**config.mk**
```make
export PLATFORM = sky130hd
export DESIGN_NAME = soft_watchdog
export DESIGN_NICKNAME = d
export VERILOG_FILES = /design/src/rtl/swd_pkg.sv /design/src/rtl/swd_regs.sv /design/src/rtl/swd_counter.sv /design/src/rtl/swd_action.sv /design/src/rtl/soft_watchdog.sv
export SDC_FILE = /design/constraint.sdc
export NUM_CORES = 1
export LEC_CHECK = 0
export ABC_AREA = 0
export BUFFER_PORTS_ARGS = -buffer_cell sky130_fd_sc_hd__buf_2
export CAP_MARGIN = 25
export CELL_PAD_IN_SITES_DETAIL_PLACEMENT = 1
export CELL_PAD_IN_SITES_GLOBAL_PLACEMENT = 2
export CORE_ASPECT_RATIO = 2
export CORE_MARGIN = 2
export CORE_UTILIZATION = 36
export CTS_CLUSTER_DIAMETER = 40
export DETAILED_ROUTE_END_ITERATION = 6
export PLACE_DENSITY = 0.74
export SLEW_MARGIN = 20
export SYNTH_ARGS = -nofsm -noshare
export SYNTH_HDL_FRONTEND = slang
export SYNTH_SLANG_ARGS = --single-unit
```
**constraint.sdc**
```tcl
create_clock -name clk -period 2.2 [get_ports clk]
set_clock_uncertainty 0.15 [all_clocks]
set_input_delay 0.44 -clock clk [delete_from_list [all_inputs] [get_ports clk]]
set_output_delay 0.44 -clock clk [all_outputs]
set_load 0.01 [all_outputs]
```
**src/rtl/swd_pkg.sv**
```systemverilog
package swd_pkg;

  // Register addresses on the write port.
  localparam logic [1:0] ADDR_CTRL = 2'd0;
  localparam logic [1:0] ADDR_SVC  = 2'd1;
  localparam logic [1:0] ADDR_ACK  = 2'd2;

  // Service unlock pair.
  localparam logic [7:0] SVC_FIRST  = 8'h55;
  localparam logic [7:0] SVC_SECOND = 8'hAA;

  typedef enum logic {ACT_RESET = 1'b0, ACT_IRQ = 1'b1} swd_action_e;

  // log2 of the timeout length for a period code.
  function automatic int unsigned swd_period_log2(input int unsigned code,
                                                  input int unsigned base_log2,
                                                  input int unsigned step_log2);
    return base_log2 + step_log2 * code;
  endfunction

  // Last count value before a timeout: 2^log2 - 1.
  function automatic logic [31:0] swd_terminal(input int unsigned log2v);
    logic [32:0] one_shift;
    one_shift = 33'd1 << log2v;
    return 32'(one_shift - 33'd1);
  endfunction

endpackage

```
**src/rtl/swd_regs.sv**
```systemverilog
module swd_regs
  import swd_pkg::*;
#(
  parameter int DATA_W = 8,
  parameter int PSEL_W = 3
) (
  input  logic              clk,
  input  logic              rst_n,
  input  logic              wr_en,
  input  logic [1:0]        wr_addr,
  input  logic [DATA_W-1:0] wr_data,
  output logic              ctrl_en,
  output swd_action_e       ctrl_act,
  output logic [PSEL_W-1:0] ctrl_per,
  output logic              kick,
  output logic              ack_wr
);

  logic locked;
  logic armed;
  logic ctrl_wr;
  logic svc_wr;

  assign ctrl_wr = wr_en && (wr_addr == ADDR_CTRL);
  assign svc_wr  = wr_en && (wr_addr == ADDR_SVC);
  assign ack_wr  = wr_en && (wr_addr == ADDR_ACK) && wr_data[0];
  assign kick    = svc_wr && armed && (wr_data[7:0] == SVC_SECOND);

  // Write-once control fields.
  always_ff @(posedge clk) begin
    if (!rst_n) begin
      locked   <= 1'b0;
      ctrl_en  <= 1'b0;
      ctrl_act <= ACT_RESET;
      ctrl_per <= '0;
    end else if (ctrl_wr && !locked) begin
      locked   <= 1'b1;
      ctrl_en  <= wr_data[0];
      ctrl_act <= swd_action_e'(wr_data[1]);
      ctrl_per <= wr_data[2 +: PSEL_W];
    end
  end

  // Unlock-pair tracker: any service write other than the first byte disarms.
  always_ff @(posedge clk) begin
    if (!rst_n)      armed <= 1'b0;
    else if (svc_wr) armed <= (wr_data[7:0] == SVC_FIRST);
  end

  p_lock_stable_r2: assert property (@(posedge clk) disable iff (!rst_n)
    locked |=> ($stable(ctrl_en) && $stable(ctrl_act) && $stable(ctrl_per)));

  p_kick_needs_arm_r8: assert property (@(posedge clk) disable iff (!rst_n)
    (svc_wr && wr_data[7:0] != SVC_FIRST) |=> !kick);

endmodule

```
**src/rtl/swd_counter.sv**
```systemverilog
module swd_counter
  import swd_pkg::*;
#(
  parameter int PSEL_W    = 3,
  parameter int BASE_LOG2 = 9,
  parameter int STEP_LOG2 = 2,
  parameter int CNT_W     = 23
) (
  input  logic              clk,
  input  logic              rst_n,
  input  logic              enable,
  input  logic [PSEL_W-1:0] per_code,
  input  logic              kick,
  output logic              expire
);

  logic [CNT_W-1:0] count;
  logic [CNT_W-1:0] terminal;

  assign terminal = CNT_W'(swd_terminal(swd_period_log2(int'(per_code),
                                                        BASE_LOG2, STEP_LOG2)));
  assign expire   = enable && !kick && (count == terminal);

  always_ff @(posedge clk) begin
    if (!rst_n || !enable) count <= '0;
    else if (kick || expire) count <= '0;
    else count <= count + 1'b1;
  end

  p_count_bound_r4: assert property (@(posedge clk) disable iff (!rst_n)
    count <= terminal);

  p_kick_restart_r7: assert property (@(posedge clk) disable iff (!rst_n)
    (enable && kick) |=> (count == '0));

  p_wrap_zero_r9: assert property (@(posedge clk) disable iff (!rst_n)
    expire |=> (count == '0));

endmodule

```
**src/rtl/swd_action.sv**
```systemverilog
module swd_action
  import swd_pkg::*;
(
  input  logic        clk,
  input  logic        rst_n,
  input  logic        expire,
  input  swd_action_e act,
  input  logic        ack_wr,
  output logic        rst_req,
  output logic        irq_req
);

  logic fire_rst;
  logic fire_irq;

  assign fire_rst = expire && (act == ACT_RESET);
  assign fire_irq = expire && (act == ACT_IRQ);

  always_ff @(posedge clk) begin
    if (!rst_n) begin
      rst_req <= 1'b0;
      irq_req <= 1'b0;
    end else begin
      rst_req <= fire_rst;
      if (fire_irq)    irq_req <= 1'b1;
      else if (ack_wr) irq_req <= 1'b0;
    end
  end

  p_rst_single_r5: assert property (@(posedge clk) disable iff (!rst_n)
    rst_req |=> !rst_req);

  p_irq_hold_r6: assert property (@(posedge clk) disable iff (!rst_n)
    (irq_req && !ack_wr) |=> irq_req);

  p_irq_ack_r6: assert property (@(posedge clk) disable iff (!rst_n)
    (ack_wr && !fire_irq) |=> !irq_req);

endmodule

```
**src/rtl/soft_watchdog.sv**
```systemverilog
module soft_watchdog
  import swd_pkg::*;
#(
  parameter int DATA_W    = 8,
  parameter int PSEL_W    = 3,
  parameter int BASE_LOG2 = 9,
  parameter int STEP_LOG2 = 2
) (
  input  logic              clk,
  input  logic              rst_n,
  input  logic              wr_en,
  input  logic [1:0]        wr_addr,
  input  logic [DATA_W-1:0] wr_data,
  output logic              rst_req,
  output logic              irq7_req
);

  localparam int NUM_PER = 1 << PSEL_W;
  localparam int CNT_W   = BASE_LOG2 + STEP_LOG2 * (NUM_PER - 1);

  logic              ctrl_en;
  swd_action_e       ctrl_act;
  logic [PSEL_W-1:0] ctrl_per;
  logic              kick;
  logic              ack_wr;
  logic              expire;

  swd_regs #(.DATA_W(DATA_W), .PSEL_W(PSEL_W)) u_regs (
    .clk(clk), .rst_n(rst_n), .wr_en(wr_en), .wr_addr(wr_addr),
    .wr_data(wr_data), .ctrl_en(ctrl_en), .ctrl_act(ctrl_act),
    .ctrl_per(ctrl_per), .kick(kick), .ack_wr(ack_wr)
  );

  swd_counter #(.PSEL_W(PSEL_W), .BASE_LOG2(BASE_LOG2),
                .STEP_LOG2(STEP_LOG2), .CNT_W(CNT_W)) u_counter (
    .clk(clk), .rst_n(rst_n), .enable(ctrl_en), .per_code(ctrl_per),
    .kick(kick), .expire(expire)
  );

  swd_action u_action (
    .clk(clk), .rst_n(rst_n), .expire(expire), .act(ctrl_act),
    .ack_wr(ack_wr), .rst_req(rst_req), .irq_req(irq7_req)
  );

  p_quiet_when_off_r3: assert property (@(posedge clk) disable iff (!rst_n)
    !ctrl_en |=> (!rst_req && !$rose(irq7_req)));

  p_one_action_r5: assert property (@(posedge clk) disable iff (!rst_n)
    (ctrl_act == ACT_IRQ) |=> !rst_req);

  p_reset_quiet_r1: assert property (@(posedge clk)
    !rst_n |=> (!rst_req && !irq7_req));

endmodule

```
==> impl_metrics.toml <==
[route]
vias = 1578
wl_per_cell_um = 17.7
detail_route.iter0.violations = 22
drc = 0
final_antenna_net_count = 0
firstDrtPassIters = 4
routed_wl_um = 5040
routed_via_density = 5.54

[finish]
drive_gt1_share_pct = 26.8
final_nets = 245
stdcell_count = 285
layout_commonest_cell = "dfxtp_1"
area_growth_syn_to_layout_pct = 29.2
utilization_pct = 48.6
num_antenna_cells = 0
final_cell_mix = "dfxtp_1, nor2_1, buf_4, xor2_1, buf_2"
final_area_um2 = 2110

[global_route]
track_usage_pct = 22.0
grt-ovfl-total = 0
grt_max_degree = 13
antenna_found_initial = 0
grt_pass1_wl_um = 8290
grt_pass1_vias = 1748

[synthesis]
synthFlopType = "dfxtp_1"
synth_edf_count = 0
syn_avg_cell_area_um2 = 8.83
syn_inst = 185
yosys_warnings = 0
synth.distinct_cells = 39
syn_area_um2 = 1630
synth_fp_nets = 200
ys_seq_area_share_pct = 39.2
synth_async_sr_flop_share_pct = 0
ys_seq_elements = 32

[cts]
cts_buffer_depth = 2
cts.sinks = 32
cts_tree = "built"
cts_root_buffer = "clkbuf_8"
htree_levels = 2
clk_pin_slew_ps = 70
insertion_delay_ps = 290
cts-buffers-inserted = 5

[critical_path]
path_class = "register to register"
reg2reg_from = "u_regs.ctrl_per[1]"
worstPathMaxFanout = 12
r2r-end = "u_counter.count[8]"
critPathArrivalTime_ps = 2120
crit_required_ps = 2220
ff2ff_path_depth = 6
r2r_slack_ps = 100
critPathLaunchType = "register"
worst_setup_path_end_kind = "register"

[floorplanning]
floorplan.initialDensity_pct = 37.6
io_pins = 15
die_height_um = 99.2
coreArea_um2 = 4340
fp.dieArea_um2 = 5120
fp-row-count = 34
die_w_um = 51.6

[placed_design]
io_buffer_count = 14
place_inst = 273
post_dp_cell_area_um2 = 1930
place.gp.congestion = 0.843
place_hpwl_um = 3770

[sta]
finalSetupViolations = 0
slew-limit-headroom_pct = 63.6
finalCriticalPeriod_ps = 2100
drv_slew = 0
tightest_slew_ps = 540
hold_violations = 0
period_share_pct = 95.4
fmax_mhz = 477

[worst_hold_path]
holdPathEnd = "u_regs.ctrl_per[2]"
worstHoldPathCells = 3
hp-start = "wr_data[4]"
hold_class = "primary input to register"

[pwr]
pwr_density_cell_nw_per_um2 = 536
power.leakage_nw = 0.762
vdd_ir_drop_max_v = 0.000377

[job]
cap_viol_max_count = 0

[outcome]
status = "complete, no violations"
-- routing by layer --
layer / share of wire, % / track usage, % / up-vias
li1: - / - / 752
met1: 33 / 18.9 / 774
met2: 61 / 43.4 / 38
met3: 2.4 / 3.30 / 14
met4: 4.2 / 13.6 / 0
met5: 0 / 0 / -
-- where the power goes --
part / total, mW / internal, mW / switching [mW]
clock: 0.476 / 0.255 / 0.220
combinational: 0.0667 / 0.0335 / 0.0332
sequential: 0.587 / 0.584 / 0.00388
total: 1.13 / 0.872 / 0.257
-- logic make-up (layout without fill, tap and decap cells) --
kind of cell             count (synthesis)  count (layout)  share of synthesized area [%]
AO/OA/AOI/OAI                           18              19                           10.4
XOR/XNOR                                21              21                           11.3
adder cells (fa/ha/maj)                  2               2                           1.53
buffers and inverters                   10              55                           3.75
flip-flops                              32              32                           39.2
multiplexers                             5               5                           3.07
AND/OR/NAND/NOR                         97              97                           30.7
-- cell type report --
type | count | area [um^2]
fillers | 533 | 2230
multi-input cells | 144 | 988
flip-flops and latches | 32 | 641
repair buffers | 45 | 315
clock buffers | 8 | 90.1
well taps | 54 | 67.6
inverters | 2 | 7.51
-- Yosys cell counts (all sizes together), types with 3 or more instances --
cell type / count / area share [%]
clkbuf: 4 / 0.92
o21ai: 3 / 0.92
nand3: 12 / 3.7
nand2: 13 / 3.0
nor3: 4 / 1.2
dfxtp: 32 / 39
xor2: 14 / 7.5
nor2: 30 / 6.9
buf: 4 / 2.4
nor4: 4 / 1.5
a21oi: 3 / 0.92
mux2i: 5 / 3.1
nor2b: 6 / 2.3
nand4b: 3 / 1.6
nand4: 10 / 3.8
xnor2: 7 / 3.8
-- repair_timing --
item                                    in CTS  in global routing
cloned                                       1                  0
resized for setup                            2                  5
pin swaps                                    2                  3
endpoints found under the setup margin      23                 18
hold buffers                                 0                  0
setup buffers                                3                  0
-- registers in the layout, indices dropped and copies added (netlist names) --
name	flops
u_action.irq_req	1
u_regs.ctrl_en	1
u_regs.ctrl_per	3
u_regs.armed	1
u_action.rst_req	1
u_regs.locked	1
u_counter.count	23
u_regs.ctrl_act	1
-- worst max-delay path: stages (launching register included) --
cell and delay [ps]:
dfxtp_1 450, nand4_1 200, a2111oi_4 470, o2111ai_4 190, o31ai_4 300, buf_12 170, nor2_1 50
-- per-stage QoR --
step / setup WS (ps) / setup TNS, ps / hold WS, ps / total power, mW
CTS: 24.7 / 0 / 315 / 1.14
detailed placement: -348 / -7380 / 318 / 0.660
floorplan: 198 / 0 / 291 / 0.631
finish: 102 / 0 / 314 / 1.13
global placement: -241 / -5330 / 297 / 0.658
global route: -1.42 / -1.42 / 314 / 1.17
-- how the worst max path moves through the flow --
stage,startpoint,end,cells after the start
after floorplan,u_regs.ctrl_per[0],u_counter.count[5],7
after global placement,u_regs.ctrl_per[1],u_counter.count[2],5
after detailed placement,u_regs.ctrl_per[1],u_counter.count[4],5
after CTS,u_regs.ctrl_per[1],u_counter.count[6],6
after global routing,u_regs.ctrl_per[1],u_counter.count[8],6
final,u_regs.ctrl_per[1],u_counter.count[8],6
(Power assumes the default switching activity.)
